### src/rtl/virt_if_ctrl_reg.sv
module virt_if_ctrl_reg #(
  parameter int PREEMPT_BITS = 5,
  parameter bit FORCE_SYSREG = 1'b0
) (
  input  logic        clk,
  input  logic        rst_n,
  input  logic        hv_wr_en,
  input  logic        hv_wr_secure,
  input  logic [63:0] hv_wr_data,
  output logic [63:0] hv_rd_data,
  input  logic        guest_bp1_wr_en,
  input  logic [2:0]  guest_bp1_wr_data,
  output logic [2:0]  guest_bp1_rd,
  output logic [7:0]  prio_mask,
  output logic [2:0]  bp0,
  output logic [2:0]  bp1,
  output logic        eoi_split,
  output logic        common_bp,
  output logic        fiq_en,
  output logic        ack_ctl,
  output logic        grp1_en,
  output logic        grp0_en
);

  localparam int BP0_MIN_I = 7 - PREEMPT_BITS;
  localparam int BP1_NS_I  = (BP0_MIN_I >= 7) ? 7 : BP0_MIN_I + 1;
  localparam logic [2:0] BP0_MIN   = 3'(BP0_MIN_I);
  localparam logic [2:0] BP1_MIN_NS = 3'(BP1_NS_I);

  logic [7:0] pmr_q;
  logic [2:0] bp0_q, bp1_q;
  logic       eoi_q, cbp_q, fiq_q, ack_q, g1_q, g0_q;

  function automatic logic [2:0] floor3(input logic [2:0] v, input logic [2:0] lo);
    return (v < lo) ? lo : v;
  endfunction

  logic [2:0] wr_bp0, wr_bp1, gst_bp1;
  assign wr_bp0  = floor3(hv_wr_data[23:21], BP0_MIN);
  assign wr_bp1  = floor3(hv_wr_data[20:18], hv_wr_secure ? BP0_MIN : BP1_MIN_NS);
  assign gst_bp1 = floor3(guest_bp1_wr_data, BP1_MIN_NS);

  always_ff @(posedge clk) begin
    if (!rst_n) begin
      pmr_q <= '0;
      bp0_q <= BP0_MIN;
      bp1_q <= BP1_MIN_NS;
      eoi_q <= 1'b0;
      cbp_q <= 1'b0;
      fiq_q <= 1'b0;
      ack_q <= 1'b0;
      g1_q  <= 1'b0;
      g0_q  <= 1'b0;
    end else if (hv_wr_en) begin
      pmr_q <= hv_wr_data[31:24];
      bp0_q <= wr_bp0;
      bp1_q <= wr_bp1;
      eoi_q <= hv_wr_data[9];
      cbp_q <= hv_wr_data[4];
      fiq_q <= hv_wr_data[3];
      ack_q <= hv_wr_data[2];
      g1_q  <= hv_wr_data[1];
      g0_q  <= hv_wr_data[0];
    end else if (guest_bp1_wr_en && !cbp_q) begin
      bp1_q <= gst_bp1;
    end
  end

  assign prio_mask = pmr_q;
  assign bp0       = bp0_q;
  assign bp1       = bp1_q;
  assign eoi_split = eoi_q;
  assign common_bp = cbp_q;
  assign grp1_en   = g1_q;
  assign grp0_en   = g0_q;

  generate
    if (FORCE_SYSREG) begin : g_forced
      assign fiq_en  = 1'b1;
      assign ack_ctl = 1'b0;
    end else begin : g_free
      assign fiq_en  = fiq_q;
      assign ack_ctl = ack_q;
    end
  endgenerate

  assign guest_bp1_rd = !cbp_q ? bp1_q : ((bp0_q == 3'd7) ? 3'd7 : bp0_q + 3'd1);

  assign hv_rd_data = {32'd0, pmr_q, bp0_q, bp1_q, 8'd0, eoi_q, 4'd0,
                       cbp_q, fiq_en, ack_ctl, g1_q, g0_q};

  a_r3_bp0_floor: assert property (@(posedge clk) disable iff (!rst_n)
    bp0_q >= BP0_MIN);

  a_r4_ns_floor: assert property (@(posedge clk) disable iff (!rst_n)
    hv_wr_en && !hv_wr_secure |=> bp1 >= BP1_MIN_NS);

  a_r5_sec_floor: assert property (@(posedge clk) disable iff (!rst_n)
    hv_wr_en && hv_wr_secure |=> bp1 >= BP0_MIN);

  a_r7_guest_blocked: assert property (@(posedge clk) disable iff (!rst_n)
    guest_bp1_wr_en && common_bp && !hv_wr_en |=> $stable(bp1));

  a_r2_hold: assert property (@(posedge clk) disable iff (!rst_n)
    !hv_wr_en && !guest_bp1_wr_en |=> $stable(hv_rd_data));

  a_r6_guest_view_floor: assert property (@(posedge clk) disable iff (!rst_n)
    common_bp |-> guest_bp1_rd >= bp0);

endmodule

### config.mk
export PLATFORM = sky130hd
export DESIGN_NAME = virt_if_ctrl_reg
export DESIGN_NICKNAME = d
export VERILOG_FILES = /design/src/rtl/virt_if_ctrl_reg.sv
export SDC_FILE = /design/constraint.sdc
export NUM_CORES = 1
export LEC_CHECK = 0
export BUFFER_PORTS_ARGS = -buffer_cell sky130_fd_sc_hd__buf_2
export CAP_MARGIN = 20
export CORE_ASPECT_RATIO = 0.9
export CORE_MARGIN = 2
export CORE_UTILIZATION = 34
export CTS_BUF_LIST = sky130_fd_sc_hd__clkbuf_2
export DETAILED_ROUTE_END_ITERATION = 12
export GPL_TIMING_DRIVEN = 0
export PLACE_DENSITY_LB_ADDON = 0.25
export SLEW_MARGIN = 15
export SYNTH_ARGS = -nofsm -noshare
export SYNTH_HDL_FRONTEND = slang
export SYNTH_SLANG_ARGS = --single-unit
### constraint.sdc
create_clock -name clk -period 1.3 [get_ports clk]
set_clock_uncertainty 0.15 [all_clocks]
set_input_delay 0.13 -clock clk [delete_from_list [all_inputs] [get_ports clk]]
set_output_delay 0.13 -clock clk [all_outputs]
set_load 0.02 [all_outputs]
# Word level (Yosys, flattened, before mapping)
# Index checks and enable logic that the tools add are counted.
# totals
register_bits,20
in_bits,72
out_inout_bits,87
word_cells,25
# classes
add_sub_neg,1
order_cmp,3
n_eq_ne,1
n_mux,8
reduce_logical,3
# ops
operator,n
2-to-1 mux 3 bit,7
less-than comparator 3 x 2 -> 1 bit (second input constant),2
adder 3 x 1 -> 3 bit (second input constant),1
== test 3 bit (second input constant),1
less-than comparator 3 x 2 -> 1 bit,1
nonzero test 2 bit,1
logical AND 1 bit,1
zero test 1 bit,1
2-to-1 mux 1 bit,1

# Logic depth before layout (Yosys ltp)
# Gate-level depths: netlist (run 1).
# logic_depth
ltp_word,4
ltp_mapped,5
depth_no_buf,3

# Least setup slack after synthesis (run 1)
# No wires, ideal clock.
# synth_path
path_kind,reg-to-output
start,"register bp0_q[0], in the netlist bp0[0]"
end,output guest_bp1_rd[0]
t_arrival_ns,1.169
t_required_ns,1.020
path_slack_ns,-0.149
stages_incl_launch_ff,4
path_buffers,0
path_cell_list,dfxtp_1 > ha_1 > nand2_1 > a31oi_1
# synth_between
elab_chain_len,3
elab_cells_between_ends,4
cone_classes,1 x add/sub; 1 x eq/ne; 2 x mux
# synth_rtl
item,line_no,text
"start, declared",31,"logic [2:0] bp0_q, bp1_q;"
"start signal, assigned",56,bp0_q <= wr_bp0;
adder 3 x 1 -> 3 bit / == test 3 bit (equally long branches),87,assign guest_bp1_rd = !cbp_q ? bp1_q : ((bp0_q == 3'd7) ? 3'd7 : bp0_q + 3'd1);
2-to-1 mux 3 bit * (2 in a row),87,
"end, declared",13,"output logic [2:0] guest_bp1_rd,"
# Every way passes the cells marked *; elsewhere a longest branch is shown, timed or not.

# Worst setup path after layout (run 1)
# layout_path
start,"register bp0_q[0], in the netlist bp0[0]"
end,output guest_bp1_rd[1]
# Same word-level chain as after synthesis.

==> results.md, run 1 <==
* Worst setup margin at -0.2274 ns
* Synth Flop Type: dfxtp_1
* Peak VDD IR at 0.4335 mV
* Max FO, Critical Path at 2
* DRT Wirelength at 3307 um
* Yosys reg bits at 20
* Die area at 4558 um^2
* Hold Crit Class: in -> reg
* Final hold viol count at 0
* TritonCTS clock tree: yes
* Outcome: finished, violations left
* Switch share at 35.09%
* Switching power at 0.5913 mW
* CP startpoint kind: flop
* Detailed Route Iter0 Violations at 12
* Global-route wire length before repair at 5126 um
* Routed wl met2 at 1757 um
* Flop pwr share at 40.9%
* N_diodes at 0
* Worst hold slack at 0.05948 ns
* Cell taking the most area after synthesis: buf_4
* Final max-slew violation count at 0
* Wl on met1 at 1301 um
* Drt wl/cell at 9.726 um
* Max-cap violations at 0
* Period utilisation layout at 117.5%
* Root buf cell: clkbuf_2
* Drt pass-1 iters at 3
* Critical Path RT at 1.02 ns
* Layout area overhead at 72.35%
* Non-Filler Cell Area, Final at 2364 um^2
* DP HPWL at 2317 um
* Gr usage total at 13.95%
* Die Ht at 64.25 um
* Post-DR vias/cell at 3.753
* Row count at 21
* Placed inst area at 1957 um^2
* Yosys warns at 0
* Top post-synthesis cells by area: buf_4 (35%), dfxtp_1 (29%), mux2i_1 (10%)
* Top sig layer: met4
* Fin cells at 340
* Final Setup Violations at 8
* Die width at 70.95 um
* Via count at 1,276
* Post-synth ARST share at 0%
* PortBufs at 68
* DRC at 0
* Clk_lat worst skew at 0.30 ns
* I/O pin count at 159
* Core area at 3784 um^2
* Fmax at 654.7 MHz
* Setup TNS at -0.7042 ns
* Clk slew on worst S/H paths at 0.18 ns
* Unrepaired setup endpoints after global routing: yes
* CP Class: reg -> out
* Tot Pwr at 1.685 mW
* P_int at 1.094 mW
* Grt total ovfl at 0
* Num CTS Buffers at 3
* Largest net degree at the start of global routing at 12
* Number of global-route vias before repair at 1,149
* WP data arrival at 1.25 ns
* H-tree depth at 1
* Power density cells at 713.0 nW/um^2
* DR WL met3 at 231 um
* Clock Tree Buf Depth at 2
* Routability cong. at 0.7318
* Initial antenna violation count at 0
* Post-synth EDFFs at 0
* NumNets Final at 368
* P_leak at 1.335 nW
* Failing checks: setup timing
* Remaining antenna violation count at 0
* Comb pwr share at 44.4%
* Layout cells sized above 1 at 57.48%
* Fill cells at 331
* Sequential element share of the synthesized area at 29.20%
* Clk pwr share at 14.7%
* Post-Syn Area at 1371 um^2
* Most instantiated cells after synthesis: buf_4 (64), dfxtp_1 (20), mux2i_1 (14), nor2b_1 (14), nor2_1 (5)
* Cell count after synthesis at 151
* Worst Setup End Kind: output pin
* Placed cell count at 308
* Top cell type's share of synthesized area at 35.04%
* Minimum clock period at 1.527 ns
* Syn avg cell area at 9.082 um^2
* Starting Density at 36.24%
* Synth cell types at 21
* Most common cell in the netlist: buf_4
* # clock sinks at 20
layout by cell type (no fill, tap or decap), types with 2 or more instances in the layout:
cell	n
buf_4	69
buf_2	57
conb_1	44
dlygate4sd3_1	24
dfxtp_2	15
buf_6	14
mux2i_1	14
nor2b_1	14
nor2_1	4
o211ai_1	4
a21oi_2	3
nand2_1	3
o22ai_1	3
nand2b_1	3
dfxtp_4	3
clkbuf_2	3
clkbuf_1	2
a21boi_0	2
or3b_1	2
dfxtp_1	2
final timing paths:
check / depth (start not counted) / slack (ns) / startpoint / end
hold / removal: 2 / 0.06 / rst_n / bp0[0]
setup reg to reg: 5 / -0.03 / common_bp / bp1[0]
setup / recovery: 4 / -0.23 / bp0[0] / guest_bp1_rd[1]
hold reg to reg: 2 / 0.39 / prio_mask[7] / prio_mask[7]
through the flow:
step / util (%) / worst slack, ns
detailed placement: 51.72 / 0.01428
CTS: 60.15 / -0.2539
global route: 62.47 / -0.3083
floorplan: - / 0.04175
finish: 62.47 / -0.2274
global placement: 51.72 / 0.02178
routing by layer:
| metal | vias to the layer above | GRT usage [%] |
|---|---|---|
| met2 | 53 | 26.29 |
| met5 | - | 0 |
| met1 | 548 | 15.78 |
| met3 | 2 | 3.943 |
| li1 | 673 | - |
| met4 | 0 | 2.123 |
layout make-up:
class / instances / area [um^2] / area share (%)
plain buffers: 70 / 536.8 / 22.71
flip-flops and latches: 20 / 430.4 / 18.21
repair buffers: 96 / 671.9 / 28.43
multi-input cells: 104 / 648.1 / 27.42
clock inverters: 1 / 3.754 / 0.1588
well taps: 46 / 57.56 / 2.435
clock buffers: 3 / 15.01 / 0.6353
state kept, by name (all words and copies together) (netlist names):
| signal | flops |
|---|---|
| fiq_en | 1 |
| bp0 | 3 |
| common_bp | 1 |
| grp1_en | 1 |
| bp1 | 3 |
| eoi_split | 1 |
| grp0_en | 1 |
| ack_ctl | 1 |
| prio_mask | 8 |
power groups by stage:
stage	logic [mW]	clock network [mW]	registers [mW]
5_1_grt	0.800	0.294	0.696
4_1_cts	0.715	0.270	0.686
6_report	0.748	0.248	0.689
2_1_floorplan	0.453	0	0.740
3_5_place_dp	0.637	0	0.698
3_3_place_gp	0.633	0	0.697
cells by family (layout without fill, tap and decap cells):
| family | count (synthesis) | in the layout | share of synthesized area [%] |
|---|---|---|---|
| fa+ha+maj | 1 | 1 | 0.9123 |
| buf+inv | 70 | 170 | 38.87 |
| other cells | 1 | 44 | 0.2735 |
| compound gates | 16 | 16 | 8.029 |
| flops | 20 | 20 | 29.20 |
| mux | 14 | 14 | 10.22 |
| simple gates | 29 | 29 | 12.50 |
worst max-delay path, cell delays in order (launching register included):
cell and delay (ns):
dfxtp_4 0.39, ha_4 0.23, a21oi_2 0.11, a21oi_2 0.06, buf_4 0.15
repair_timing:
action,in CTS,in global routing
buffers inserted,2,2
hold buffers,24,0
pin swaps,1,3
setup endpoints to repair,6,23
gates resized for setup,14,30
endpoints found under the hold margin,19,0
No activity file was read; power rests on OpenSTA's default activity.
==> inputs of run 2 (changes only) <==
Settings changed: BUFFER_PORTS_ARGS -buffer_cell sky130_fd_sc_hd__buf_2 to default, CELL_PAD_IN_SITES_DETAIL_PLACEMENT from default to 0, CELL_PAD_IN_SITES_GLOBAL_PLACEMENT from default to 2, CORE_UTILIZATION 34 to 30, DONT_BUFFER_PORTS from default to 1, SKIP_LAST_GASP from default to 1.
==> run 2 against run 1 <==
The flow still finishes with violations (setup timing). Flip-flop and latch count is the same. Setup slack got worse by 0.023 ns. Critical path depth fell by 1. Sequential power increased by 7.5%. Register-to-register slack hardly changed. Combinational power fell by 24%. First-iteration DRC count increased to 2.8 times the previous value. Global-route usage down 2.3 points. Critical endpoint unchanged.
==> results.md, run 2 (synthesis results as in run 1) <==
* Die area at 5129 um^2 (was 4558 um^2)
* Max-cap violations at 0 (unchanged)
* CP startpoint kind: flop (unchanged)
* Tot Pwr at 1.785 mW (was 1.685 mW)
* I/O pin count at 159 (unchanged)
* Commonest non-fill, non-tap cell in the layout: buf_4 (unchanged)
* Clock Tree Buf Depth at 2 (unchanged)
* Max reg flops at 8 (unchanged)
* Clk slew on worst S/H paths at 0.20 ns (was 0.18 ns)
* Layout cells sized above 1 at 44.44% (was 57.48%)
* Power density cells at 877.8 nW/um^2 (was 713.0 nW/um^2)
* Layout area overhead at 48.27% (was 72.35%)
* H-tree depth at 1 (unchanged)
* Detailed Route Iter0 Violations at 33 (was 12)
* Via count at 1,068 (was 1,276)
* NumNets Final at 299 (was 368)
* Number of global-route vias before repair at 1,000 (was 1,149)
* CP Class: reg -> out (unchanged)
* Minimum clock period at 1.551 ns (was 1.527 ns)
* Final Setup Violations at 5 (was 8)
* Root buf cell: clkbuf_2 (unchanged)
* Grt total ovfl at 0 (unchanged)
* Worst Setup End Kind: output pin (unchanged)
* Unrepaired setup endpoints after global routing: yes (unchanged)
* Hold Crit Class: in -> reg (unchanged)
* N_diodes at 0 (unchanged)
* Period utilisation layout at 119.3% (was 117.5%)
* WP data arrival at 1.27 ns (was 1.25 ns)
* Worst r2r path cells at 4 (was 5)
* Starting Density at 30.94% (was 36.24%)
* Fin cells at 287 (was 340)
* PortBufs at 0 (was 68)
* Fmax at 644.8 MHz (was 654.7 MHz)
* Final max-slew violation count at 0 (unchanged)
* Die Ht at 68.14 um (was 64.25 um)
* RR Endpoint: bp1[1] (was bp1[0])
* Gr usage total at 11.66% (was 13.95%)
* Placed cell count at 256 (was 308)
* Largest net degree at the start of global routing at 13 (was 12)
* Initial antenna violation count at 0 (unchanged)
* Failing checks: setup timing (unchanged)
* Remaining antenna violation count at 0 (unchanged)
* Global-route wire length before repair at 4498 um (was 5126 um)
* Drt wl/cell at 11.10 um (was 9.726 um)
* Critical Path RT at 1.02 ns (about the same)
* Final hold viol count at 0 (unchanged)
* Core area at 4432 um^2 (was 3784 um^2)
* Num CTS Buffers at 3 (unchanged)
* Die width at 75.27 um (was 70.95 um)
* Max FO, Critical Path at 5 (was 2)
* Row count at 23 (was 21)
* DP HPWL at 2327 um (was 2317 um)
* Post-DR vias/cell at 3.721 (was 3.753)
* TritonCTS clock tree: yes (unchanged)
* Final Core Density at 45.88% (was 62.47%)
* Most frequent cells in the layout: buf_4 (64), conb_1 (44), dlygate4sd3_1 (27) (was buf_4 (69), buf_2 (57), conb_1 (44))
* Drt pass-1 iters at 2 (was 3)
* P_leak at 1.017 nW (was 1.335 nW)
* Hold Crit Depth at 3 (was 2)
* DRC at 0 (unchanged)
* Worst Hold Endpoint: bp1[0] (was bp0[0])
* Routability cong. at 0.6739 (was 0.7318)
* Worst setup margin at -0.2509 ns (was -0.2274 ns)
* Peak VDD IR at 0.3567 mV (was 0.4335 mV)
* Clk_lat worst skew at 0.32 ns (was 0.30 ns)
* Setup Fix Bufs, Post-CTS at 0 (was 2)
* Worst Hold Launch: hv_wr_data[20] (was rst_n)
* FF-to-FF Start: common_bp (unchanged)
* # clock sinks at 20 (unchanged)
* Outcome: finished, violations left (unchanged)
* DRT Wirelength at 3186 um (was 3307 um)
* Flop2flop setup slack at -0.03 ns (about the same)
[run 2: per-layer routing]
layer / global-route usage, % / wire, um / vias to the layer above
met5: 0 / 0 / -
met4: 5.263 / 27 / 0
met3: 2.356 / 294 / 2
met2: 21.60 / 1761 / 55
met1: 12.75 / 1103 / 474
li1: - / - / 537
[run 2: how the worst max path moves through the flow]
stage	from	endpoint	slack [ns]	cells past startpoint
2_1_floorplan	bp0[0]	guest_bp1_rd[0]	0.04	3
3_3_place_gp	bp0[0]	guest_bp1_rd[1]	-0.006	3
3_5_place_dp	bp0[0]	guest_bp1_rd[1]	-0.009	3
4_1_cts	bp0[0]	guest_bp1_rd[1]	-0.30	3
5_1_grt	bp0[0]	guest_bp1_rd[1]	-0.33	3
6_report	bp0[0]	guest_bp1_rd[1]	-0.25	3
[run 2: critical path, stage by stage, from the launching register on]
cell and delay [ns]:
dfxtp_4 0.44, ha_4 0.27, a21oi_2 0.04, a21oi_4 0.20
[run 2: repair_timing]
item / 4_1_cts / 5_1_grt
pin swaps: 3 / 4
resized for setup: 25 / 7
hold buffers: 27 / 0
endpoints found under the setup margin: 23 / 10
hold endpoints to repair: 20 / 0
[run 2: through the flow]
step	TNS, ns	worst slack [ns]	hold slack, ns	instance area (um^2)
floorplan	0	0.04175	0.1151	1559
global placement	-0.008502	-0.006025	0.1194	1637
detailed placement	-0.02346	-0.009195	0.1228	1637
CTS	-0.9070	-0.2977	0.01882	2011
global route	-1.132	-0.3295	0.05265	2033
finish	-0.7639	-0.2509	0.03601	2033
[run 2: final cells by class]
class | count | area, um^2
repair buffers | 27 | 270.3
clock buffers | 3 | 15.01
plain buffers | 70 | 536.8
multi-input cells | 104 | 658.1
clock inverters | 1 | 30.03
fillers | 451 | 2399
well taps | 62 | 77.57
flip-flops and latches | 20 | 445.4
[run 2: power by group]
group | internal [mW] | switching (mW) | leakage, nW | total (mW)
Combinational | 0.273 | 0.300 | 0.818 | 0.572
Sequential | 0.652 | 0.0890 | 0.173 | 0.741
Clock | 0.265 | 0.206 | 0.0266 | 0.471
